`src/rtl/par_pkg.sv`:
```
package par_pkg;
  localparam int unsigned NUM_BANKS    = 8;
  localparam int unsigned BANK_W       = $clog2(NUM_BANKS);
  localparam int unsigned GEN_W        = 32;
  localparam logic [31:0] GEN_TAPS     = 32'h8020_0003;
  localparam logic [31:0] GEN_FALLBACK = 32'h1D87_2B41;
endpackage

```
`src/rtl/par_lfsr.sv`:
```
module par_lfsr #(
  parameter int unsigned        W        = 32,
  parameter int unsigned        SAMPLE_W = 16,
  parameter logic [W-1:0]       TAPS     = '1,
  parameter logic [W-1:0]       FALLBACK = 1
) (
  input  logic                clk,
  input  logic                rst_n,
  input  logic                step_en,
  input  logic                load_en,
  input  logic [W-1:0]        load_val,
  output logic [SAMPLE_W-1:0] sample,
  output logic                dir_bit
);
  logic [W-1:0] state_q, state_d, stepped;

  always_comb begin
    stepped = state_q >> 1;
    if (state_q[0]) stepped = stepped ^ TAPS;
  end

  always_comb begin
    state_d = state_q;
    if (load_en)      state_d = (load_val == '0) ? FALLBACK : load_val;
    else if (step_en) state_d = stepped;
  end

  always_ff @(posedge clk or negedge rst_n) begin
    if (!rst_n)                  state_q <= FALLBACK;
    else if (load_en || step_en) state_q <= state_d;
  end

  assign sample  = state_q[SAMPLE_W-1:0];
  assign dir_bit = state_q[SAMPLE_W];

  AST_GEN_NONZERO: assert property (@(posedge clk) disable iff (!rst_n)
    state_q != '0);
  AST_GEN_HOLD: assert property (@(posedge clk) disable iff (!rst_n)
    !step_en && !load_en |=> $stable(state_q));
endmodule

```
`src/rtl/par_neighbor.sv`:
```
module par_neighbor #(
  parameter int unsigned ROW_W = 16
) (
  input  logic [ROW_W-1:0] row_in,
  input  logic             go_up,
  output logic [ROW_W-1:0] row_out
);
  localparam logic [ROW_W-1:0] ROW_LAST = '1;
  localparam logic [ROW_W-1:0] ROW_ONE  = 1;

  always_comb begin
    if (row_in == '0)            row_out = ROW_ONE;
    else if (row_in == ROW_LAST) row_out = ROW_LAST - ROW_ONE;
    else if (go_up)              row_out = row_in + ROW_ONE;
    else                         row_out = row_in - ROW_ONE;
  end
endmodule

```
`src/rtl/par_req_slot.sv`:
```
module par_req_slot #(
  parameter int unsigned BANK_W = 3,
  parameter int unsigned ROW_W  = 16,
  parameter int unsigned DROP_W = 16
) (
  input  logic              clk,
  input  logic              rst_n,
  input  logic              trig,
  input  logic [BANK_W-1:0] bank_in,
  input  logic [ROW_W-1:0]  row_in,
  output logic              req_valid,
  input  logic              req_ready,
  output logic [BANK_W-1:0] req_bank,
  output logic [ROW_W-1:0]  req_row,
  output logic [DROP_W-1:0] drop_count
);
  logic              valid_q, valid_d;
  logic [BANK_W-1:0] bank_q;
  logic [ROW_W-1:0]  row_q;
  logic [DROP_W-1:0] drop_q, drop_d;
  logic              take_new, discard;

  always_comb begin
    take_new = trig && (!valid_q || req_ready);
    discard  = trig && valid_q && !req_ready;
    valid_d  = valid_q;
    if (take_new)                 valid_d = 1'b1;
    else if (valid_q && req_ready) valid_d = 1'b0;
    drop_d = drop_q;
    if (discard && (drop_q != '1)) drop_d = drop_q + 1'b1;
  end

  always_ff @(posedge clk or negedge rst_n) begin
    if (!rst_n) begin
      valid_q <= 1'b0;
      drop_q  <= '0;
    end else begin
      valid_q <= valid_d;
      if (discard) drop_q <= drop_d;
    end
  end

  always_ff @(posedge clk or negedge rst_n) begin
    if (!rst_n) begin
      bank_q <= '0;
      row_q  <= '0;
    end else if (take_new) begin
      bank_q <= bank_in;
      row_q  <= row_in;
    end
  end

  assign req_valid  = valid_q;
  assign req_bank   = bank_q;
  assign req_row    = row_q;
  assign drop_count = drop_q;

  AST_REQ_HOLD: assert property (@(posedge clk) disable iff (!rst_n)
    valid_q && !req_ready |=> valid_q && $stable(bank_q) && $stable(row_q));
  AST_DROP_STEP: assert property (@(posedge clk) disable iff (!rst_n)
    trig && valid_q && !req_ready |=>
      (drop_q == $past(drop_q) + 1'b1) || ($past(drop_q) == '1 && drop_q == '1));
  AST_DROP_QUIET: assert property (@(posedge clk) disable iff (!rst_n)
    !(trig && valid_q && !req_ready) |=> $stable(drop_q));
endmodule

```
`src/rtl/adj_row_refresher.sv`:
```
module adj_row_refresher
  import par_pkg::*;
#(
  parameter int unsigned ROW_W  = 16,
  parameter int unsigned THR_W  = 16,
  parameter int unsigned DROP_W = 16
) (
  input  logic              clk,
  input  logic              rst_n,
  input  logic              seed_load,
  input  logic [GEN_W-1:0]  seed_value,
  input  logic [THR_W-1:0]  prob_thresh,
  input  logic              evt_valid,
  input  logic [BANK_W-1:0] evt_bank,
  input  logic [ROW_W-1:0]  evt_row,
  output logic              req_valid,
  input  logic              req_ready,
  output logic [BANK_W-1:0] req_bank,
  output logic [ROW_W-1:0]  req_row,
  output logic [DROP_W-1:0] drop_count
);
  logic             rst_meta_n, rst_sync_n;
  logic [THR_W-1:0] gen_sample;
  logic             gen_dir;
  logic             fire;
  logic [ROW_W-1:0] target_row;

  always_ff @(posedge clk or negedge rst_n) begin
    if (!rst_n) begin
      rst_meta_n <= 1'b0;
      rst_sync_n <= 1'b0;
    end else begin
      rst_meta_n <= 1'b1;
      rst_sync_n <= rst_meta_n;
    end
  end

  par_lfsr #(
    .W(GEN_W), .SAMPLE_W(THR_W), .TAPS(GEN_TAPS), .FALLBACK(GEN_FALLBACK)
  ) u_gen (
    .clk(clk), .rst_n(rst_sync_n), .step_en(evt_valid), .load_en(seed_load),
    .load_val(seed_value), .sample(gen_sample), .dir_bit(gen_dir)
  );

  assign fire = evt_valid && (gen_sample < prob_thresh);

  par_neighbor #(.ROW_W(ROW_W)) u_nbr (
    .row_in(evt_row), .go_up(gen_dir), .row_out(target_row)
  );

  par_req_slot #(.BANK_W(BANK_W), .ROW_W(ROW_W), .DROP_W(DROP_W)) u_slot (
    .clk(clk), .rst_n(rst_sync_n), .trig(fire), .bank_in(evt_bank),
    .row_in(target_row), .req_valid(req_valid), .req_ready(req_ready),
    .req_bank(req_bank), .req_row(req_row), .drop_count(drop_count)
  );

  AST_ADJ_ROW: assert property (@(posedge clk) disable iff (!rst_sync_n)
    $rose(req_valid) |->
      (req_row == $past(evt_row) + 1'b1) || (req_row == $past(evt_row) - 1'b1));
  AST_SAME_BANK: assert property (@(posedge clk) disable iff (!rst_sync_n)
    $rose(req_valid) |-> req_bank == $past(evt_bank));
  AST_ZERO_THR: assert property (@(posedge clk) disable iff (!rst_sync_n)
    !req_valid && evt_valid && prob_thresh == '0 |=> !req_valid);
  AST_EDGE_ROW0: assert property (@(posedge clk) disable iff (!rst_sync_n)
    $rose(req_valid) && $past(evt_row) == '0 |-> req_row == 1);
endmodule

```
`config.mk`:
```
export PLATFORM = sky130hd
export DESIGN_NAME = adj_row_refresher
export DESIGN_NICKNAME = d
export VERILOG_FILES = /design/src/rtl/par_pkg.sv /design/src/rtl/par_lfsr.sv /design/src/rtl/par_neighbor.sv /design/src/rtl/par_req_slot.sv /design/src/rtl/adj_row_refresher.sv
export SDC_FILE = /design/constraint.sdc
export NUM_CORES = 1
export LEC_CHECK = 0
export BUFFER_PORTS_ARGS = -buffer_cell sky130_fd_sc_hd__buf_2
export CAP_MARGIN = 15
export CELL_PAD_IN_SITES_DETAIL_PLACEMENT = 1
export CELL_PAD_IN_SITES_GLOBAL_PLACEMENT = 2
export CORE_ASPECT_RATIO = 1.75
export CORE_MARGIN = 2
export CORE_UTILIZATION = 33
export DETAILED_ROUTE_END_ITERATION = 8
export MAX_ROUTING_LAYER = met4
export PLACE_DENSITY_LB_ADDON = 0.08
export SYNTH_ARGS = -nofsm -noshare
export SYNTH_HDL_FRONTEND = slang
export SYNTH_SLANG_ARGS = --single-unit
```
`constraint.sdc`:
```
create_clock -name clk -period 2.4 [get_ports clk]
set_input_delay 0.48 -clock clk [delete_from_list [all_inputs] [get_ports clk]]
set_output_delay 0.48 -clock clk [all_outputs]
set_load 0.01 [all_outputs]
```
### After elaboration in Yosys (flattened, before gate mapping)

Index checks and enable logic that the tools add are counted.

* $add $sub $neg: 3
* order comparisons: 1
* equality and inequality tests: 2
* mux-type cells: 9
* bitwise gates (word level): 1
* reduce and logical (&&, ||, !) cells: 16

Operators by type and width (count)
* 32-bit 2-to-1 mux: 4
* 16-bit 2-to-1 mux: 3
* 16-bit by 1-bit adder with 16-bit output, second input constant: 2
* 32-bit logical NOT: 1
* 16-bit == test, second input constant: 1
* 16-bit logical NOT: 1
* 16-bit < comparator: 1
* 16-bit inequality test, second input constant: 1
* 16-bit by 1-bit subtractor with 16-bit output, second input constant: 1
* 1-bit logical AND: 6
* 3-bit inverter with 4-bit output: 1
* 2-bit AND reduction: 2
* 2-bit nonzero test: 2
* 1-bit logical NOT: 2
* 1-bit logical OR: 2
* 1-bit 2-to-1 mux: 2

* register bits after elaboration: 70
* input port bits: 72
* output and inout bits: 36
* logic and storage cells: 39

### Longest topological paths before layout

Gate-level depths: netlist (run 1).

* depth in word-level cells: 6
* gate-level depth with buffers: 10
* gate-level depth less buffers: 8

### Cells and area by module

From an unflattened synthesis (run 1), not the netlist that was laid out.

* cell total of the unflattened synthesis: 500
* area, all modules: 4788.3 um^2

By module, submodules not included
* par_lfsr: instances 1, cells an instance 188, area each 1776.7 um^2, seq. area each 818.3 um^2
* par_req_slot: instances 1, cells an instance 113, area each 1569.0 um^2, seq. area each 900.9 um^2
* par_neighbor: instances 1, cells an instance 144, area each 1009.7 um^2, seq. area each 0.0 um^2
* adj_row_refresher: instances 1, cells an instance 55, area each 432.9 um^2, seq. area each 50.0 um^2

### Least setup slack after synthesis (run 1)

Ideal clock, no wire load.

* path type: reg2reg
* from: register u_gen.state_q[16]
* to: register u_slot.row_q[14] (netlist: u_slot.req_row[14])
* setup time: 0.119 ns
* arrival time: 2.402 ns
* data required time: 2.281 ns
* path slack: -0.121 ns
* cell stages (with the launch flop): 9
* path buffers: 0
* clock period less this slack: 2.521 ns
* cell sequence: dfstp_2 inv_1 fa_1 a21o_1 a221oi_4 o22ai_1 or4_1 a31oi_1 o2bb2ai_2

* cells in the longest elaborated chain, start to end: 3

RTL lines
* start: declaration: RTL line par_lfsr.sv:15 `logic [W-1:0] state_q, state_d, stepped;`
* start signal: assignment: RTL line par_lfsr.sv:30 `else if (load_en || step_en) state_q <= state_d;`
* 16-bit 2-to-1 mux: RTL line par_neighbor.sv:14 `else if (go_up) row_out = row_in + ROW_ONE;`
* 16-bit 2-to-1 mux: RTL line par_neighbor.sv:13 `else if (row_in == ROW_LAST) row_out = ROW_LAST - ROW_ONE;`
* 16-bit 2-to-1 mux: RTL line par_neighbor.sv:12 `if (row_in == '0) row_out = ROW_ONE;`
* end signal: assignment: RTL line par_req_slot.sv:49 `row_q <= row_in;`
* end: declaration: RTL line par_req_slot.sv:19 `logic [ROW_W-1:0] row_q;`

No other way between the ends.
A chain may end at the register's enable or synchronous reset.

### Final worst setup path (run 1)

Ends and elaborated chain as after synthesis.

==> flow_summary_export.csv, run 1 <==
group,metric,value,unit
worst_setup_path,worstPathRequired,2.63,ns
timing,tns,-1.49,ns
synthesis,yosys.area_share.adder,8.83,%
final_layout,drive_gt1_share,47.3,%
synthesis,synth_cells,457,
placed_design,hpwlAfterDp,11300,microns
worst_setup_path,critPathMaxFanout,4,
global_route,grt_antenna_before_repair,0,
timing,min_period_over_period,111,%
synthesis,synthMuxAreaShare,8.08,%
final_layout,fillers,1510,
routing,drc,0,
power_and_ir_drop,cellPowerDensity,736,mW/mm^2
clock_tree,cts_buffers,9,
synthesis,synthArstFlopShare,100,%
synthesis,ys_ff_latch,70,
synthesis,synth_area,0.00448,sq mm
synthesis,synth_top_family_by_area,"compound AO/OA/AOI/OAI gates",
floorplan,dieWidth,92.0,microns
worst_setup_path,reg2reg_from,"u_gen.state_q[16]",
synthesis,yosys_most_used_dff,"dfrtp_1",
run_status,status,"finished with violations",
worst_setup_path,crit_arrival,2.90,ns
routing,viasPerCell,5.24,
global_route,grt_usage,21.6,%
synthesis,synth_fp_nets,560,
clock_tree,ctsRootBufferMaster,"clkbuf_16",
synthesis,synth_area_leaders,"dfrtp_1 (31%), ha_1 (8.4%), dfstp_2 (8.2%), nand2_1 (4.1%), o21ai_0 (4.0%)",
timing,finalMaxSlewViolations,0,
timing,timing.clock.skew,0.0106,ns
synthesis,ys_seq_area_share,39.5,%
synthesis,ys_top_cells_by_count,"dfrtp_1 (56), nand2_1 (49), o21ai_0 (36)",
worst_setup_path,setup.worst_path.class,"reg2reg",
worst_setup_path,r2r-end,"u_slot.req_row[14]",
worst_setup_path,critPathLaunchType,"flip-flop",
placed_design,gp_congestion,0.826,
floorplan,rows,56,
floorplan,die_y,158,microns
run,maxCapViolations,0,
timing,final.min_clock_period,2.67,ns
floorplan,core_region_area,0.0133,sq mm
timing,setup_viol,10,
synthesis,yosys.area_share.xor_xnor,5.48,%
routing,ant_nets,0,
timing,setup_slack,-0.269,ns
synthesis,synth_cell_types,57,
synthesis,synth_top_area_cell,"dfrtp_1",
final_layout,final_cells,815,
synthesis,synth_warnings,0,
timing,rsz0062_at_grt,"yes",
clock_tree,clk_pin_slew,0.06,ns
synthesis,avgSynthCellArea,9.80,sq um
power_and_ir_drop,p_leak,3.05,nW
routing,routedWlPerCell,19.0,microns
final_layout,layout.nets,739,
synthesis,synth.most_common_cell,"dfrtp_1",
clock_tree,insertion_delay,0.34,ns
timing,hold_violations,0,
floorplan,start_util,33.6,%
global_route,grt_overflow_total,0,
synthesis,synth_edf_count,0,
global_route,grt_first_pass_wirelength,23600,microns
power_and_ir_drop,ir_drop,336,uV
global_route,grt_pass1_vias,4781,
min_path,hold_class,"reg2async",
worst_setup_path,reg2reg_slack,-0.27,ns
worst_setup_path,critPathSlowestCell,"dfstp_2",
routing,drt-total-wl,15500,microns
placed_design,dp_cells,783,
routing,dr.pass1.iters,4,
routing,num_vias,4268,
clock_tree,cts_tree,"built",
final_layout,regArea,0.00177,sq mm
floorplan,die_area,0.0146,sq mm
final_layout,areaGrowthSynthToFinish,47.7,%
worst_setup_path,endpoint_kind,"flip-flop",
clock_tree,clk_path_buf_depth,2,
run_status,violations,"negative setup slack",
synthesis,synth-simple-area-share,16.0,%
placed_design,port_buffers,107,
floorplan,pin_count,108,
worst_setup_path,max_stage_delay,0.59,ns
synthesis,synth_compound_area_share,17.9,%
clock_tree,htree_levels,3,
final_layout,n_antenna_cell,0,
final_layout,final_util,49.7,%
clock_tree,clkSinkCount,70,
final_layout,multiInputGateArea,0.00293,sq mm
synthesis,synth_top_area_share,31.3,%
global_route,grt_max_degree,69,
worst_setup_path,crit_chain,"clkinvlp_4, fa_2, a21o_1, a221oi_4, o22ai_2, or4_4, a31oi_4, o2bb2ai_2",
timing,timing.fmax,375,MHz
worst_setup_path,r2r_cells,8,
routing,drt-initial-drc-count,100,
==> metrics by stage <==
stage	total power [mW]	hold WS [ns]	worst slack [ns]	area, sq um
detailed placement	3.13	0.268	-0.347	5680
global placement	3.09	0.264	-0.299	5680
finish	4.87	0.289	-0.269	6610
global route	5.13	0.343	-0.322	6610
CTS	4.77	0.323	-0.265	6340
floorplan	2.40	0.184	-0.121	4480
==> layer usage <==
| metal | part of all wire [%] | up-vias | wire (microns) | GRT usage, % |
|---|---|---|---|---|
| met3 | 2.8 | 37 | 430 | 2.86 |
| met2 | 57 | 108 | 8810 | 41.6 |
| li1 | - | 2016 | - | - |
| met5 | 0 | - | 0 | - |
| met1 | 36 | 2107 | 5550 | 20.9 |
| met4 | 4.3 | 0 | 669 | 10.6 |
==> state kept, by name, summed over array words and instances, names as in the netlist <==
name               flops
u_gen.state_q         32
u_slot.drop_count     16
u_slot.req_row        16
u_slot.req_bank        3
rst_meta_n             1
rst_sync_n             1
u_slot.req_valid       1
==> placed cells by master, fill, tap and decap left out, drive strengths merged, types with 3 or more instances in the layout <==
| cell | n |
|---|---|
| o21ai | 37 |
| and3 | 3 |
| nor2b | 3 |
| nor3 | 11 |
| mux2 | 17 |
| o22a | 14 |
| dfrtp | 56 |
| mux2i | 17 |
| nor4 | 15 |
| ha | 30 |
| a211oi | 4 |
| xor2 | 17 |
| nor2 | 25 |
| nand2b | 5 |
| nand3 | 11 |
| nand2 | 49 |
| dfstp | 14 |
| o211ai | 4 |
| o2bb2ai | 12 |
| inv | 22 |
| nand4 | 14 |
| a21oi | 14 |
| xnor2 | 11 |
| buf | 185 |
| a21o | 4 |
| clkbuf | 11 |
| clkinvlp | 3 |
==> area by class of cell <==
type,count,share of cell area [%]
Inverter,22,1.31
Sequential cell,70,26.8
Tap cell,174,3.29
Clock inverter,6,1.42
Timing Repair Buffer,187,19.4
Clock buffer,10,3.46
Multi-Input combinational cell,345,44.2
Timing Repair inverter,1,0.114
==> repair_timing <==
item	4_1_cts	5_1_grt
resized for setup	45	43
gates cloned	1	1
pin swaps	18	21
hold buffers	1	0
endpoints found under the setup margin	22	21
setup buffers	9	7
hold endpoints to repair	2	0
==> power by group <==
group	leakage [nW]	total [mW]	internal (mW)	switching [mW]
registers	0.837	1.61	1.42	0.189
logic	2.06	1.79	0.914	0.872
clock network	0.153	1.47	0.918	0.554
==> logic make-up (layout without fill, tap and decap cells) <==
kind of cell,Yosys count,after routing
compound gates,105,105
xor+xnor,28,28
fa+ha+maj,31,31
buf+inv,42,226
flops,70,70
mux,34,34
other cells,1,1
simple gates,146,146
==> critical path, delay by kind of cell, from the launching register on <==
family                     cells  cell delay (ns)
adders and majority gates      1             0.41
buffers and inverters          1             0.20
AOI/OAI and AO/OA              5             0.91
DFF                            1             0.59
and+or+nand+nor                1             0.46
==> worst max path at each step <==
stage / startpoint / end / slack (ns)
floorplan: u_gen.state_q[16] / u_slot.req_row[14] / -0.12
global placement: prob_thresh[4] / u_slot.drop_count[15] / -0.30
finish: u_gen.state_q[16] / u_slot.req_row[14] / -0.27
detailed placement: u_gen.state_q[16] / u_slot.req_row[9] / -0.35
CTS: u_gen.state_q[16] / u_slot.req_row[12] / -0.26
global route: u_gen.state_q[16] / u_slot.req_row[14] / -0.32
Power figures use the tool's default switching activity.
==> inputs of run 2 (changes only) <==
- clock period: 2.4 -> 2.6 ns (I/O delays scaled with it)
==> run 2 against run 1 <==
  * The flow still finishes with violations (negative setup slack)
  * First-iteration DRC count decreased by 22%
  * Combinational power decreased by 22%
  * Clock skew decreased by 0.0053 ns
  * Worst setup slack improved by 0.14 ns
  * Largest power group is now registers
==> flow_summary_export.csv, run 2 (synthesized netlist as in run 1, its figures left out) <==
group,metric,value,unit
run_status,status,"finished with violations",
run_status,violations,"negative setup slack",
power_and_ir_drop,cellPowerDensity,702,mW/mm^2
timing,worst_pin_slew,0.548,ns
worst_setup_path,worstPathRequired,2.83,ns
clock_tree,htree_levels,3,
floorplan,rows,56,
placed_design,port_buffers,107,
final_layout,final_util,45.3,%
timing,min_period_over_period,105,%
final_layout,regArea,0.00177,sq mm
worst_setup_path,setup.worst_path.class,"reg2reg",
run,maxCapViolations,0,
final_layout,layout.nets,714,
power_and_ir_drop,switchingPower,1.40,mW
final_layout,largest-register,"u_gen.state_q",
routing,ant_nets,0,
min_path,hold_class,"reg2async",
final_layout,drive_gt1_share,39.8,%
floorplan,pin_count,108,
timing,timing.fmax,367,MHz
floorplan,start_util,33.6,%
floorplan,die_y,158,microns
worst_setup_path,endpoint_kind,"flip-flop",
clock_tree,ctsRootBufferMaster,"clkbuf_16",
timing,finalMaxSlewViolations,0,
global_route,grt_pass1_vias,4497,
routing,routedWlPerCell,18.4,microns
timing,setup_viol,2,
floorplan,dieWidth,92.0,microns
clock_tree,clk_path_buf_depth,2,
routing,viasPerCell,5.23,
timing,hold_violations,0,
final_layout,fillers,1587,
power_and_ir_drop,ir_drop,303,uV
final_layout,n_antenna_cell,0,
global_route,gr-usage-met2,39.8,%
final_layout,largest_register_ffs,32,
routing,drt-total-wl,14600,microns
power_and_ir_drop,power_frac_seq,35.0,%
power_and_ir_drop,p_clk_share,32.1,%
global_route,use_met1,21.6,%
timing,setup_slack,-0.127,ns
placed_design,dp_cells,766,
global_route,grt_usage,21.3,%
final_layout,areaGrowthSynthToFinish,34.7,%
power_and_ir_drop,p_leak,2.85,nW
timing,relSlewSlack,63.5,%
global_route,grt_first_pass_wirelength,23200,microns
worst_setup_path,critPathLaunchType,"flip-flop",
floorplan,die_area,0.0146,sq mm
clock_tree,clkSinkCount,70,
final_layout,mostFrequentLayoutCells,"buf_2 (108), dfrtp_1 (55), buf_4 (52), nand2_1 (49), o21ai_0 (33)",
routing,drt-initial-drc-count,78,
worst_setup_path,critPathMaxFanout,4,
clock_tree,clk_pin_slew,0.06,ns
timing,rsz0062_at_grt,"yes",
power_and_ir_drop,p_sw_share,33.0,%
clock_tree,insertion_delay,0.34,ns
placed_design,gp_congestion,0.912,
global_route,grt_max_degree,51,
global_route,grt_use_met3,3.05,%
routing,drc,0,
power_and_ir_drop,combPwrFrac,33.0,%
final_layout,multiInputGateArea,0.00265,sq mm
timing,timing.clock.skew,0.00526,ns
clock_tree,cts_tree,"built",
final_layout,final_cells,790,
final_layout,final_common_cell,"buf_2",
placed_design,hpwlAfterDp,11400,microns
routing,num_vias,4131,
global_route,grt_antenna_before_repair,0,
worst_setup_path,crit_arrival,2.96,ns
power_and_ir_drop,p_int,2.84,mW
routing,dr.pass1.iters,4,
global_route,busiest_layer,"met2",
clock_tree,cts_buffers,9,
global_route,grt_overflow_total,0,
timing,hold-worst-slack,0.257,ns
placed_design,placed_area,0.00552,sq mm
final_layout,final_area,0.00603,sq mm
floorplan,core_region_area,0.0133,sq mm
timing,final.min_clock_period,2.73,ns
-- run 2: power groups by stage --
stage	registers, mW	logic (mW)	clock network, mW
after global placement	1.49	1.30	0
after detailed placement	1.50	1.33	0
after floorplan	1.54	0.674	0
after CTS	1.49	1.38	1.40
after global routing	1.51	1.54	1.43
final	1.48	1.40	1.36
-- run 2: final timing paths --
kind	from	endpoint	slack [ns]	cells after the start
worst max-delay path	u_gen.state_q[16]	u_slot.req_row[14]	-0.13	11
worst min-delay path	rst_sync_n	u_gen.state_q[22]	0.26	0
worst max register to register	u_gen.state_q[16]	u_slot.req_row[14]	-0.13	11
worst min register to register	rst_sync_n	u_gen.state_q[22]	0.26	0
max in group asynchronous	rst_sync_n	u_gen.state_q[0]	1.52	1
min in group clk	rst_meta_n	rst_sync_n	0.35	0
-- run 2: cell type report --
class	instances	area share (%)
Multi-Input combinational cell	345	44.0
Sequential cell	70	29.4
Timing Repair Buffer	163	16.3
Clock buffer	10	3.80
Tap cell	174	3.61
Clock inverter	6	1.56
Inverter	22	1.43
-- run 2: metrics by stage --
stage	power (mW)	worst slack (ns)	TNS (ns)
after floorplan	2.22	0.0788	0
after global placement	2.80	-0.105	-1.21
after detailed placement	2.83	-0.199	-2.04
after CTS	4.27	-0.146	-0.150
after global routing	4.48	-0.239	-0.589
final	4.24	-0.127	-0.131
-- run 2: what timing repair did --
action | 4_1_cts | 5_1_grt
endpoints found under the setup margin | 6 | 7
gates cloned | 0 | 0
hold endpoints to repair | 2 | 0
pin swaps | 5 | 9
buffers inserted | 5 | 2
resized for setup | 14 | 10
hold buffers | 1 | 0
-- run 2: critical path, stage by stage, from the launching register on --
cell and delay (ns):
dfstp_2 0.56, clkinvlp_4 0.11, buf_4 0.15, ha_1 0.28, and2_1 0.20, a221oi_2 0.28
buf_4 0.18, o22ai_2 0.06, or4_1 0.42, a31oi_2 0.21, buf_4 0.14, o2bb2ai_2 0.04
-- run 2: per-layer routing --
metal / part of all wire [%] / wire length, microns
met1: 37 / 5330
met2: 56 / 8140
met3: 3.1 / 452
met4: 4.4 / 637
met5: 0 / 0
